File: src/rtl/lnk_dma_pkg.sv
package lnk_dma_pkg;

   typedef enum logic [2:0] {
      ST_IDLE,
      ST_FETCH,
      ST_EVAL,
      ST_WAIT,
      ST_RD,
      ST_WR
   } ch_st_e;

   localparam logic [1:0] MODE_OFF    = 2'd0;
   localparam logic [1:0] MODE_CHAIN  = 2'd1;
   localparam logic [1:0] MODE_SINGLE = 2'd2;

   localparam logic [1:0] CODE_IDLE = 2'd0;
   localparam logic [1:0] CODE_DESC = 2'd1;
   localparam logic [1:0] CODE_WAIT = 2'd2;
   localparam logic [1:0] CODE_XFER = 2'd3;

   localparam logic [1:0] SZ_BYTE = 2'd0;
   localparam logic [1:0] SZ_HALF = 2'd1;
   localparam logic [1:0] SZ_WORD = 2'd2;

   function automatic logic [1:0] st_code(input ch_st_e s);
      case (s)
         ST_FETCH, ST_EVAL: return CODE_DESC;
         ST_WAIT:           return CODE_WAIT;
         ST_RD, ST_WR:      return CODE_XFER;
         default:           return CODE_IDLE;
      endcase
   endfunction

endpackage

File: src/rtl/lnk_dma_size_dec.sv
module lnk_dma_size_dec
   import lnk_dma_pkg::*;
#(
   parameter int DW         = 32,
   parameter int CNT_W      = 12,
   parameter int WSEL_LSB   = 12,
   parameter int MAX_NARROW = 'h3FF,
   parameter int MAX_WIDE   = 'h7FF
) (
   input  logic [DW-1:0]    size_word,
   output logic [1:0]       sz,
   output logic [2:0]       step,
   output logic [CNT_W-1:0] cnt,
   output logic             bad
);

   localparam logic [CNT_W-1:0] LIM_N = CNT_W'(MAX_NARROW);
   localparam logic [CNT_W-1:0] LIM_W = CNT_W'(MAX_WIDE);

   if (WSEL_LSB < CNT_W) begin : g_chk_overlap
      $error("width select overlaps count field");
   end
   if (WSEL_LSB + 2 >= DW) begin : g_chk_room
      $error("size word too narrow for width select");
   end
   if (MAX_WIDE >= (1 << CNT_W) || MAX_NARROW > MAX_WIDE) begin : g_chk_lim
      $error("count limits do not fit count field");
   end

   logic [1:0] wsel;
   logic       rsvd;

   assign wsel = size_word[WSEL_LSB+1:WSEL_LSB];
   assign rsvd = |size_word[DW-1:WSEL_LSB+2];
   assign cnt  = size_word[CNT_W-1:0];

   always_comb begin
      sz   = SZ_WORD;
      step = 3'd4;
      bad  = rsvd;
      case (wsel)
         2'b11: begin
            sz   = SZ_BYTE;
            step = 3'd1;
            bad  = rsvd || (cnt > LIM_N);
         end
         2'b10: begin
            sz   = SZ_HALF;
            step = 3'd2;
            bad  = rsvd || (cnt > LIM_N);
         end
         2'b00: begin
            sz   = SZ_WORD;
            step = 3'd4;
            bad  = rsvd || (cnt > LIM_W);
         end
         default: bad = 1'b1;
      endcase
   end

endmodule

File: src/rtl/lnk_dma_desc_bank.sv
module lnk_dma_desc_bank #(
   parameter int DW = 32
) (
   input  logic          clk,
   input  logic          rst_n,
   input  logic          load_all,
   input  logic [DW-1:0] ld_dev,
   input  logic [DW-1:0] ld_mem,
   input  logic [DW-1:0] ld_size,
   input  logic [DW-1:0] ld_next,
   input  logic          wr_en,
   input  logic [1:0]    wr_idx,
   input  logic [DW-1:0] wr_word,
   output logic [DW-1:0] q_dev,
   output logic [DW-1:0] q_mem,
   output logic [DW-1:0] q_size,
   output logic [DW-1:0] q_next
);

   localparam int NWORDS = 4;

   logic [DW-1:0] ld_w   [NWORDS];
   logic [DW-1:0] bank_q [NWORDS];

   assign ld_w[0] = ld_dev;
   assign ld_w[1] = ld_mem;
   assign ld_w[2] = ld_size;
   assign ld_w[3] = ld_next;

   for (genvar g = 0; g < NWORDS; g++) begin : g_word
      always_ff @(posedge clk or negedge rst_n) begin
         if (!rst_n)
            bank_q[g] <= '0;
         else if (load_all)
            bank_q[g] <= ld_w[g];
         else if (wr_en && (wr_idx == 2'(g)))
            bank_q[g] <= wr_word;
      end
   end

   assign q_dev  = bank_q[0];
   assign q_mem  = bank_q[1];
   assign q_size = bank_q[2];
   assign q_next = bank_q[3];

   // a fetched word never lands in the same cycle as a full configuration load
   p_no_dual_load_r2: assert property (@(posedge clk) disable iff (!rst_n)
      !(load_all && wr_en));

endmodule

File: src/rtl/lnk_dma_walker.sv
module lnk_dma_walker #(
   parameter int AW    = 32,
   parameter int CNT_W = 12
) (
   input  logic             clk,
   input  logic             rst_n,
   input  logic             load,
   input  logic [AW-1:0]    load_addr,
   input  logic [CNT_W-1:0] load_cnt,
   input  logic [2:0]       step,
   input  logic             adv,
   output logic [AW-1:0]    addr,
   output logic             last
);

   logic [CNT_W-1:0] rem_q;

   always_ff @(posedge clk or negedge rst_n) begin
      if (!rst_n) begin
         addr  <= '0;
         rem_q <= '0;
      end else if (load) begin
         addr  <= load_addr;
         rem_q <= load_cnt;
      end else if (adv) begin
         addr  <= addr + AW'(step);
         rem_q <= rem_q - 1'b1;
      end
   end

   assign last = (rem_q == CNT_W'(1));

   // an element only completes while elements remain
   p_no_underflow_r9: assert property (@(posedge clk) disable iff (!rst_n)
      adv |-> (rem_q != '0));

endmodule

File: src/rtl/lnk_dma_chan.sv
module lnk_dma_chan
   import lnk_dma_pkg::*;
#(
   parameter int AW         = 32,
   parameter int DW         = 32,
   parameter int CNT_W      = 12,
   parameter int WSEL_LSB   = 12,
   parameter int MAX_NARROW = 'h3FF,
   parameter int MAX_WIDE   = 'h7FF
) (
   input  logic          clk,
   input  logic          rst_n,
   input  logic          cfg_we,
   input  logic [1:0]    cfg_mode,
   input  logic          cfg_dir,
   input  logic [AW-1:0] cfg_dev,
   input  logic [AW-1:0] cfg_mem,
   input  logic [DW-1:0] cfg_size,
   input  logic [AW-1:0] cfg_next,
   output logic [1:0]    state_o,
   output logic [1:0]    mode_o,
   output logic          irq_o,
   output logic          err_o,
   output logic          m_req,
   output logic          m_we,
   output logic [AW-1:0] m_addr,
   output logic [1:0]    m_size,
   output logic [DW-1:0] m_wdata,
   input  logic          m_ack,
   input  logic          m_err,
   input  logic [DW-1:0] m_rdata,
   input  logic          dev_req,
   output logic          dev_ack
);

   if (AW > DW || AW < 4) begin : g_chk_aw
      $error("address width must fit a descriptor word");
   end

   ch_st_e        st_q;
   logic [1:0]    mode_q;
   logic          dir_q;
   logic [1:0]    widx_q;
   logic [AW-1:0] link_q;
   logic [DW-1:0] hold_q;
   logic          irq_q, err_q, ack_q;

   logic [DW-1:0]    d_dev, d_mem, d_size, d_next;
   logic [1:0]       w_sz;
   logic [2:0]       w_step;
   logic [CNT_W-1:0] w_cnt;
   logic             w_bad;
   logic [AW-1:0]    walk_addr;
   logic             walk_last;

   logic busy, abort, start, on_bus, acc_ok, bus_fail, size_fail;
   logic elem_done, desc_end, follow;

   assign busy      = (st_q != ST_IDLE);
   assign abort     = cfg_we && (cfg_mode == MODE_OFF) && busy;
   assign start     = cfg_we && !busy &&
                      ((cfg_mode == MODE_CHAIN) || (cfg_mode == MODE_SINGLE));
   assign on_bus    = (st_q == ST_FETCH) || (st_q == ST_RD) || (st_q == ST_WR);
   assign acc_ok    = on_bus && m_ack && !m_err && !abort;
   assign bus_fail  = on_bus && m_ack && m_err;
   assign size_fail = (st_q == ST_EVAL) && w_bad;
   assign elem_done = (st_q == ST_WR) && acc_ok;
   assign desc_end  = ((st_q == ST_EVAL) && !w_bad && (w_cnt == '0)) ||
                      (elem_done && walk_last);
   assign follow    = (mode_q == MODE_CHAIN) && d_next[1];

   lnk_dma_desc_bank #(.DW(DW)) u_bank (
      .clk      (clk),
      .rst_n    (rst_n),
      .load_all (start),
      .ld_dev   (DW'(cfg_dev)),
      .ld_mem   (DW'(cfg_mem)),
      .ld_size  (cfg_size),
      .ld_next  (DW'(cfg_next)),
      .wr_en    ((st_q == ST_FETCH) && acc_ok),
      .wr_idx   (widx_q),
      .wr_word  (m_rdata),
      .q_dev    (d_dev),
      .q_mem    (d_mem),
      .q_size   (d_size),
      .q_next   (d_next)
   );

   lnk_dma_size_dec #(
      .DW(DW), .CNT_W(CNT_W), .WSEL_LSB(WSEL_LSB),
      .MAX_NARROW(MAX_NARROW), .MAX_WIDE(MAX_WIDE)
   ) u_dec (
      .size_word (d_size),
      .sz        (w_sz),
      .step      (w_step),
      .cnt       (w_cnt),
      .bad       (w_bad)
   );

   lnk_dma_walker #(.AW(AW), .CNT_W(CNT_W)) u_walk (
      .clk       (clk),
      .rst_n     (rst_n),
      .load      ((st_q == ST_EVAL) && !abort),
      .load_addr (d_mem[AW-1:0]),
      .load_cnt  (w_cnt),
      .step      (w_step),
      .adv       (elem_done),
      .addr      (walk_addr),
      .last      (walk_last)
   );

   always_ff @(posedge clk or negedge rst_n) begin
      if (!rst_n) begin
         st_q   <= ST_IDLE;
         mode_q <= MODE_OFF;
         dir_q  <= 1'b0;
         widx_q <= '0;
         link_q <= '0;
         hold_q <= '0;
      end else if (abort) begin
         st_q   <= ST_IDLE;
         mode_q <= MODE_OFF;
      end else begin
         case (st_q)
            ST_IDLE: if (start) begin
               mode_q <= cfg_mode;
               dir_q  <= cfg_dir;
               link_q <= {cfg_next[AW-1:2], 2'b00};
               widx_q <= '0;
               st_q   <= (cfg_mode == MODE_CHAIN) ? ST_FETCH : ST_EVAL;
            end
            ST_FETCH: if (m_ack) begin
               if (m_err) begin
                  st_q   <= ST_IDLE;
                  mode_q <= MODE_OFF;
               end else begin
                  widx_q <= widx_q + 2'd1;
                  if (widx_q == 2'd3) st_q <= ST_EVAL;
               end
            end
            ST_EVAL: begin
               if (w_bad) begin
                  st_q   <= ST_IDLE;
                  mode_q <= MODE_OFF;
               end else if (w_cnt != '0) begin
                  st_q <= ST_WAIT;
               end
            end
            ST_WAIT: if (dev_req) st_q <= ST_RD;
            ST_RD: if (m_ack) begin
               if (m_err) begin
                  st_q   <= ST_IDLE;
                  mode_q <= MODE_OFF;
               end else begin
                  hold_q <= m_rdata;
                  st_q   <= ST_WR;
               end
            end
            ST_WR: if (m_ack) begin
               if (m_err) begin
                  st_q   <= ST_IDLE;
                  mode_q <= MODE_OFF;
               end else if (!walk_last) begin
                  st_q <= ST_WAIT;
               end
            end
            default: st_q <= ST_IDLE;
         endcase
         if (desc_end) begin
            if (follow) begin
               link_q <= {d_next[AW-1:2], 2'b00};
               widx_q <= '0;
               st_q   <= ST_FETCH;
            end else begin
               st_q   <= ST_IDLE;
               mode_q <= MODE_OFF;
            end
         end
      end
   end

   always_ff @(posedge clk or negedge rst_n) begin
      if (!rst_n) begin
         irq_q <= 1'b0;
         err_q <= 1'b0;
         ack_q <= 1'b0;
      end else begin
         irq_q <= !abort && ((desc_end && d_next[0]) || bus_fail || size_fail);
         err_q <= !abort && (bus_fail || size_fail);
         ack_q <= elem_done;
      end
   end

   always_comb begin
      m_addr = '0;
      m_size = w_sz;
      case (st_q)
         ST_FETCH: begin
            m_addr = link_q + AW'({widx_q, 2'b00});
            m_size = SZ_WORD;
         end
         ST_RD:   m_addr = dir_q ? walk_addr : d_dev[AW-1:0];
         ST_WR:   m_addr = dir_q ? d_dev[AW-1:0] : walk_addr;
         default: m_addr = '0;
      endcase
   end

   assign m_req   = on_bus;
   assign m_we    = (st_q == ST_WR);
   assign m_wdata = hold_q;
   assign state_o = st_code(st_q);
   assign mode_o  = mode_q;
   assign irq_o   = irq_q;
   assign err_o   = err_q;
   assign dev_ack = ack_q;

   // no bus traffic while idle or waiting on the device
   p_quiet_wait_r8: assert property (@(posedge clk) disable iff (!rst_n)
      ((state_o == CODE_IDLE) || (state_o == CODE_WAIT)) |-> !m_req);

   // an unanswered request holds its address and direction
   p_req_hold_r2: assert property (@(posedge clk) disable iff (!rst_n)
      (m_req && !m_ack && !abort) |=> (m_req && $stable(m_addr) && $stable(m_we)));

   // stop request lands on the next cycle, silently
   p_abort_r10: assert property (@(posedge clk) disable iff (!rst_n)
      abort |=> ((state_o == CODE_IDLE) && (mode_o == MODE_OFF) && !irq_o && !err_o));

   // every error pulse comes with an interrupt pulse and an idle channel
   p_err_idle_r11: assert property (@(posedge clk) disable iff (!rst_n)
      err_o |-> (irq_o && (state_o == CODE_IDLE)));

   // device acknowledge is a single-cycle pulse after an accepted write
   p_ack_pulse_r9: assert property (@(posedge clk) disable iff (!rst_n)
      dev_ack |=> !dev_ack);
   p_ack_src_r9: assert property (@(posedge clk) disable iff (!rst_n)
      dev_ack |-> $past(m_req && m_we && m_ack && !m_err));

   // an idle channel always shows mode 0
   p_idle_mode_r12: assert property (@(posedge clk) disable iff (!rst_n)
      (state_o == CODE_IDLE) |-> (mode_o == MODE_OFF));

endmodule

File: config.mk
export PLATFORM = sky130hd
export DESIGN_NAME = lnk_dma_chan
export DESIGN_NICKNAME = d
export VERILOG_FILES = /design/src/rtl/lnk_dma_pkg.sv /design/src/rtl/lnk_dma_size_dec.sv /design/src/rtl/lnk_dma_desc_bank.sv /design/src/rtl/lnk_dma_walker.sv /design/src/rtl/lnk_dma_chan.sv
export SDC_FILE = /design/constraint.sdc
export NUM_CORES = 1
export LEC_CHECK = 0
export CORE_UTILIZATION = 49
export CTS_CLUSTER_SIZE = 28
export DETAILED_ROUTE_END_ITERATION = 8
export DONT_BUFFER_PORTS = 1
export PLACE_DENSITY = 0.65
export REMOVE_ABC_BUFFERS = 1
export SLEW_MARGIN = 20
export SYNTH_ARGS = -nofsm -noshare
export SYNTH_HDL_FRONTEND = slang
export SYNTH_SLANG_ARGS = --single-unit
export TNS_END_PERCENT = 10
File: constraint.sdc
create_clock -name clk -period 3.3 [get_ports clk]
set_input_delay 0.495 -clock clk [delete_from_list [all_inputs] [get_ports clk]]
set_output_delay 0.495 -clock clk [all_outputs]
set_load 0.02 [all_outputs]
==> results.json, run 1 <==
{
  "synth.distinct_cells": 70,
  "portBuffers": 0,
  "ir_worst_vdd_v": 0.000591,
  "syn_to_final_growth_pct": 14.4,
  "diodes": 0,
  "fmaxAchievable_mhz": 307,
  "start_util_pct": 50.0,
  "top_layer": "met4",
  "finalPower_mw": 13.7,
  "grt_usage_pct": 29.1,
  "status": "finished with violations",
  "cts_sinks": 247,
  "die_h_um": 163,
  "yosys_warnings": 0,
  "synth_area_leaders": "dfrtp_1 (49%), a21oi_1 (6.2%), nand2_1 (6.2%), o21ai_0 (6.1%), mux2_2 (2.9%)",
  "synth_seq_cells": 247,
  "p_per_area_mw_per_mm2": 948,
  "postLayoutCellArea_mm2": 0.0145,
  "vias_per_cell": 6.05,
  "synthAdderAreaFrac_pct": 1.60,
  "crit_arrival_ps": 2770,
  "grt_max_degree": 248,
  "regArea_mm2": 0.00618,
  "drt-initial-drc-count": 794,
  "post-route-period-util_pct": 98.9,
  "overflow": 0,
  "slew_viol_final": 0,
  "worst_r2r_endpoint": "u_walk.addr[22]$_DFFE_PN0P_",
  "slowest_delay_ps": 450,
  "tritoncts": "built",
  "via_count": 10417,
  "htreeDepth": 1,
  "drv_cap": 0,
  "slew_headroom_pct": 54.3,
  "fillers": 2246,
  "fin_hold_ws_ps": -349,
  "layout-drive-gt1-share_pct": 15.5,
  "synth_top_family_by_area": "compound AO/OA/AOI/OAI gates",
  "ant_nets": 0,
  "worstPathRequired_ps": 2800,
  "dr.pass1.iters": 5,
  "synthTopCellsByCount": "dfrtp_1 (247), nand2_1 (208), a21oi_1 (156)",
  "wl_per_cell_um": 22.2,
  "setup_tns_ps": 0,
  "cp-start-kind": "register",
  "critical_path_class": "register to primary output",
  "clockRootBuffer": "clkbuf_16",
  "rows": 58,
  "muxShareOfSynthArea_pct": 5.33,
  "syn_area_mm2": 0.0126,
  "synthSimpleGateAreaFrac_pct": 16.8,
  "syn_area_per_cell_um2": 9.41,
  "critPathMostFrequentCell": "buf_4",
  "skew_ps": 13.4,
  "finalWeightedCongestion": 0.864,
  "wl_met3_um": 2590,
  "final_nets": 1554,
  "clk_pin_slew_ps": 60,
  "wl_met1_um": 16600,
  "violations": "negative hold slack",
  "grt_pass1_vias": 10385,
  "antenna_found_initial": 0,
  "end_kind": "primary output",
  "grt_pass1_wl_um": 59200,
  "dpl_cell_area_mm2": 0.0134,
  "synth_edf_count": 0,
  "rsz0062_at_grt": "true",
  "hold_class": "input pin to async pin",
  "synth_ff_type": "dfrtp_1",
  "clkLatencyLatePin_ps": 540,
  "netlist.area_leader.share_pct": 48.9,
  "dr_wl_met2_um": 17900,
  "setup_ws_ps": 37.9,
  "ioPinCount": 244,
  "syn_inst": 1342,
  "synthXorXnorAreaFrac_pct": 2.70,
  "async_reset_ff_share_pct": 100,
  "numCtsBuffers": 28,
  "cts_buffer_depth": 3,
  "seq_area_frac_synth_pct": 48.9,
  "drcViolationCount": 0,
  "critPathLaunch": "widx_q[1]$_DFFE_PN0N_",
  "fp.dieArea_mm2": 0.0264,
  "r2r_cells": 11,
  "r2r_slack_ps": 580,
  "place_ws_ps": 330,
  "dpl.hpwl_um": 26300,
  "coreArea_mm2": 0.0253,
  "leakage_nw": 6.20,
  "period_minus_slack_ps": 3260,
  "hold_viol": 247,
  "yosys.area.top_type": "dfrtp_1",
  "slowest_stage": "dfrtp_2",
  "synth_compound_area_share_pct": 20.8,
  "critPathMaxFanout": 5,
  "multi_input_area_mm2": 0.00612,
  "cp-endpoint": "m_addr[29]",
  "yosys.cell_count.top_type": "dfrtp_1",
  "setup_viol": 0,
  "drt-total-wl_um": 38200,
  "worstPathCellList": "ha_1, a21oi_2, nor4_4, nand4_4, buf_4, nor3_1, xnor2_1, o22ai_1, buf_4",
  "die_width_um": 163,
  "worstReg2RegStart": "u_bank.q_size[13]$_DFFE_PN0P_",
  "tightest_slew_ps": 683
}
-- stage by stage --
step / instances / hold slack, ps / utilization, %
2_1_floorplan: 1258 / 199 / -
3_3_place_gp: 1666 / 205 / 53.1
3_5_place_dp: 1666 / 205 / 53.1
4_1_cts: 1718 / -363 / 57.0
5_1_grt: 1721 / -371 / 57.3
6_report: 1721 / -349 / 57.3
-- area by class of cell --
type	count	area share (%)
Clock inverter	11	0.917
Multi-Input combinational cell	983	42.4
Inverter	28	0.727
Tap cell	330	2.86
Sequential cell	247	42.8
Clock buffer	40	5.58
Timing Repair Buffer	82	4.80
-- layer usage --
layer | GRT usage [%] | up-vias
met5 | 0 | -
met4 | 9.86 | 0
met3 | 5.53 | 70
met2 | 46.2 | 352
met1 | 40.0 | 5085
li1 | - | 4910
-- where the power goes --
group | switching (mW) | internal [mW]
logic | 2.65 | 2.01
clock network | 1.26 | 1.93
registers | 1.47 | 4.40
total | 5.38 | 8.34
-- critical path, delay by kind of cell, from the launching register on --
| kind | cells | cell delay, ps |
|---|---|---|
| AO/OA/AOI/OAI | 2 | 250 |
| XOR/XNOR | 1 | 90 |
| adder cells (fa/ha/maj) | 1 | 300 |
| buffers and inverters | 2 | 360 |
| flip-flops | 1 | 450 |
| AND/OR/NAND/NOR | 3 | 780 |
-- layout by cell type (no fill, tap or decap), drive strengths merged, types with 7 or more instances in the layout --
cell type / n
nand4: 16
xor2: 18
o21ai: 162
ha: 13
dfrtp: 247
o211ai: 13
nor3: 18
nand3: 22
mux2i: 29
o221a: 30
nor4: 17
or3: 38
a21oi: 157
nor2: 38
inv: 28
a22oi: 8
xnor2: 21
and3: 13
o22ai: 31
clkbuf: 40
nor2b: 39
nand2: 208
mux2: 34
o311ai: 13
buf: 82
clkinv: 7
-- registers in the layout, summed over array words and instances, names as in the netlist, 2 cells and up --
name / count
u_bank.q_size: 32
st_q: 3
u_bank.q_dev: 32
link_q: 32
mode_o: 2
u_walk.rem_q: 12
u_bank.q_mem: 32
widx_q: 2
u_bank.q_next: 32
m_wdata: 32
u_walk.addr: 32
-- cells by family (layout without fill, tap and decap cells) --
| logic type | count (synthesis) | after routing |
|---|---|---|
| compound gates | 441 | 441 |
| simple gates | 425 | 425 |
| flops | 247 | 247 |
| buf+inv | 112 | 161 |
| mux | 63 | 63 |
| xor+xnor | 39 | 39 |
| fa+ha+maj | 15 | 15 |
-- worst min-delay path by stage --
stage / cells past startpoint / to
final: 0 / m_wdata[5]$_DFFE_PN0P_
after CTS: 0 / m_wdata[5]$_DFFE_PN0P_
after floorplan: 0 / dev_ack$_DFF_PN0_
after detailed placement: 0 / m_wdata[5]$_DFFE_PN0P_
after global routing: 0 / m_wdata[5]$_DFFE_PN0P_
after global placement: 0 / m_wdata[5]$_DFFE_PN0P_
-- timing repair --
item	in CTS	in global routing
pin swaps	1	4
gates resized for setup	4	10
buffers inserted	1	3
endpoints found under the setup margin	11	12
hold endpoints to repair	247	247
(Power assumes the default switching activity.)
==> run 2: changes to the inputs <==
--- a/config.mk
+++ b/config.mk
@@ -5,11 +5,11 @@
 export SDC_FILE = /design/constraint.sdc
 export NUM_CORES = 1
 export LEC_CHECK = 0
-export CORE_UTILIZATION = 49
+export CORE_UTILIZATION = 45
 export CTS_CLUSTER_SIZE = 28
 export DETAILED_ROUTE_END_ITERATION = 8
 export DONT_BUFFER_PORTS = 1
-export PLACE_DENSITY = 0.65
+export PLACE_DENSITY = 0.61
 export REMOVE_ABC_BUFFERS = 1
 export SLEW_MARGIN = 20
 export SYNTH_ARGS = -nofsm -noshare
==> constraint.sdc (replaced) <==
create_clock -name clk -period 3.3 [get_ports clk]
set_input_delay 0.495 -clock clk [delete_from_list [all_inputs] [get_ports clk]]
set_output_delay 0.495 -clock clk [all_outputs]
set_load 0.05 [all_outputs]
==> results.json, run 2 (synthesized netlist as in run 1, its figures left out) <==
{
  "drt-initial-drc-count": 847,
  "postLayoutCellArea_mm2": 0.0144,
  "clk_pin_slew_ps": 60,
  "cp-start-kind": "register",
  "setup_ws_ps": -45.7,
  "final_common_cell": "dfrtp_1",
  "drv_cap": 0,
  "finalWeightedCongestion": 0.890,
  "setup_viol": 3,
  "end_kind": "primary output",
  "antenna_found_initial": 2,
  "cts_sinks": 247,
  "fmaxAchievable_mhz": 299,
  "grt_pass1_wl_um": 59800,
  "final_nets": 1554,
  "drt-total-wl_um": 38800,
  "skew_ps": 7.89,
  "fin_hold_ws_ps": -360,
  "ioPinCount": 244,
  "htreeDepth": 1,
  "critical_path_class": "register to primary output",
  "path_delay_family": "simple AND/OR/NAND/NOR gates",
  "post-route-period-util_pct": 101,
  "period_minus_slack_ps": 3350,
  "dpl.hpwl_um": 27000,
  "coreArea_mm2": 0.0273,
  "tritoncts": "built",
  "hold_viol": 247,
  "slew_viol_final": 0,
  "vias_per_cell": 5.94,
  "clockRootBuffer": "clkbuf_16",
  "grt_pass1_vias": 10324,
  "tightest_slew_ps": 866,
  "drcViolationCount": 0,
  "rows": 60,
  "status": "finished with violations",
  "dpl_cell_area_mm2": 0.0135,
  "ir_worst_vdd_v": 0.000613,
  "critPathMaxFanout": 6,
  "ant_nets": 0,
  "clkLatencyLatePin_ps": 550,
  "grt_max_degree": 248,
  "slowest_delay_ps": 510,
  "grt_usage_pct": 27.0,
  "layout-drive-gt1-share_pct": 15.3,
  "violations": "negative hold slack, negative setup slack",
  "die_width_um": 170,
  "overflow": 0,
  "leakage_nw": 6.17,
  "worstPathRequired_ps": 2800,
  "slew_headroom_pct": 41.6,
  "syn_to_final_growth_pct": 14.2,
  "cp_num_cells": 9,
  "start_util_pct": 46.4,
  "p_per_area_mw_per_mm2": 995,
  "dr.pass1.iters": 5,
  "portBuffers": 0,
  "multi_input_area_mm2": 0.00611,
  "finalPower_mw": 14.4,
  "die_h_um": 170,
  "hold_class": "input pin to async pin",
  "r2r_cells": 11,
  "cp_num_buf_inv": 1,
  "fp.dieArea_mm2": 0.0288,
  "slowest_stage": "or4_4",
  "final_core_util_pct": 53.0,
  "cts_buffer_depth": 3,
  "regArea_mm2": 0.00618,
  "crit_arrival_ps": 2850,
  "fillers": 2524,
  "layout_common_cells": "dfrtp_1 (244), nand2_1 (208), o21ai_0 (154)",
  "via_count": 10455,
  "wl_per_cell_um": 22.1,
  "rsz0062_at_grt": "true",
  "worstPathCellList": "ha_4, fa_2, and3_4, nand3_4, or4_4, nor3_4, xnor2_1, o22ai_1, buf_4",
  "numCtsBuffers": 29
}
-- run 2: metal layers --
metal	vias to the layer above	track usage [%]	routed length, µm
li1	4898	-	-
met1	5131	36.9	17100
met2	366	43.1	17800
met3	60	5.57	2690
met4	0	8.19	1160
met5	-	0	0
-- run 2: layout make-up --
class	instances	share of cell area, %
sequential	247	42.9
clock buffer	39	5.57
timing repair buffer	81	4.73
tap	372	3.23
multi-input combinational	983	42.3
clock inverter	8	0.503
inverter	28	0.728
antenna	2	0.0347
-- run 2: power breakdown --
group | internal, mW | total [mW] | switching [mW]
logic | 2.01 | 4.94 | 2.92
clock network | 1.76 | 3.02 | 1.26
registers | 4.39 | 6.40 | 2.01
total | 8.16 | 14.4 | 6.20
-- run 2: metrics by stage --
step,worst slack (ps),setup TNS [ps],std cells
final,-45.7,-76.0,1760
after global routing,-150,-846,1758
after CTS,-69.8,-250,1757
after detailed placement,276,0,1710
after global placement,309,0,1710
after floorplan,-4260,-680400,1258
-- run 2: timing repair --
item	CTS	global route
setup endpoints to repair	14	15
gates resized for setup	9	4
setup buffers	0	1
pin swaps	2	0
endpoints found under the hold margin	247	247
-- run 2: worst paths after layout --
path / from / endpoint / slack [ps]
max in group asynchronous: rst_n / mode_o[1]$_DFF_PN0_ / 3320
worst min-delay path: rst_n / m_wdata[5]$_DFFE_PN0P_ / -360
worst max register to register: u_bank.q_size[13]$_DFFE_PN0P_ / u_walk.addr[28]$_DFFE_PN0P_ / 350
min in group clk: m_rdata[7] / m_wdata[7]$_DFFE_PN0P_ / 80
worst max-delay path: link_q[2]$_DFFE_PN0N_ / m_addr[28] / -50
worst min register to register: u_bank.q_next[1]$_DFFE_PN0P_ / u_bank.q_next[1]$_DFFE_PN0P_ / 470
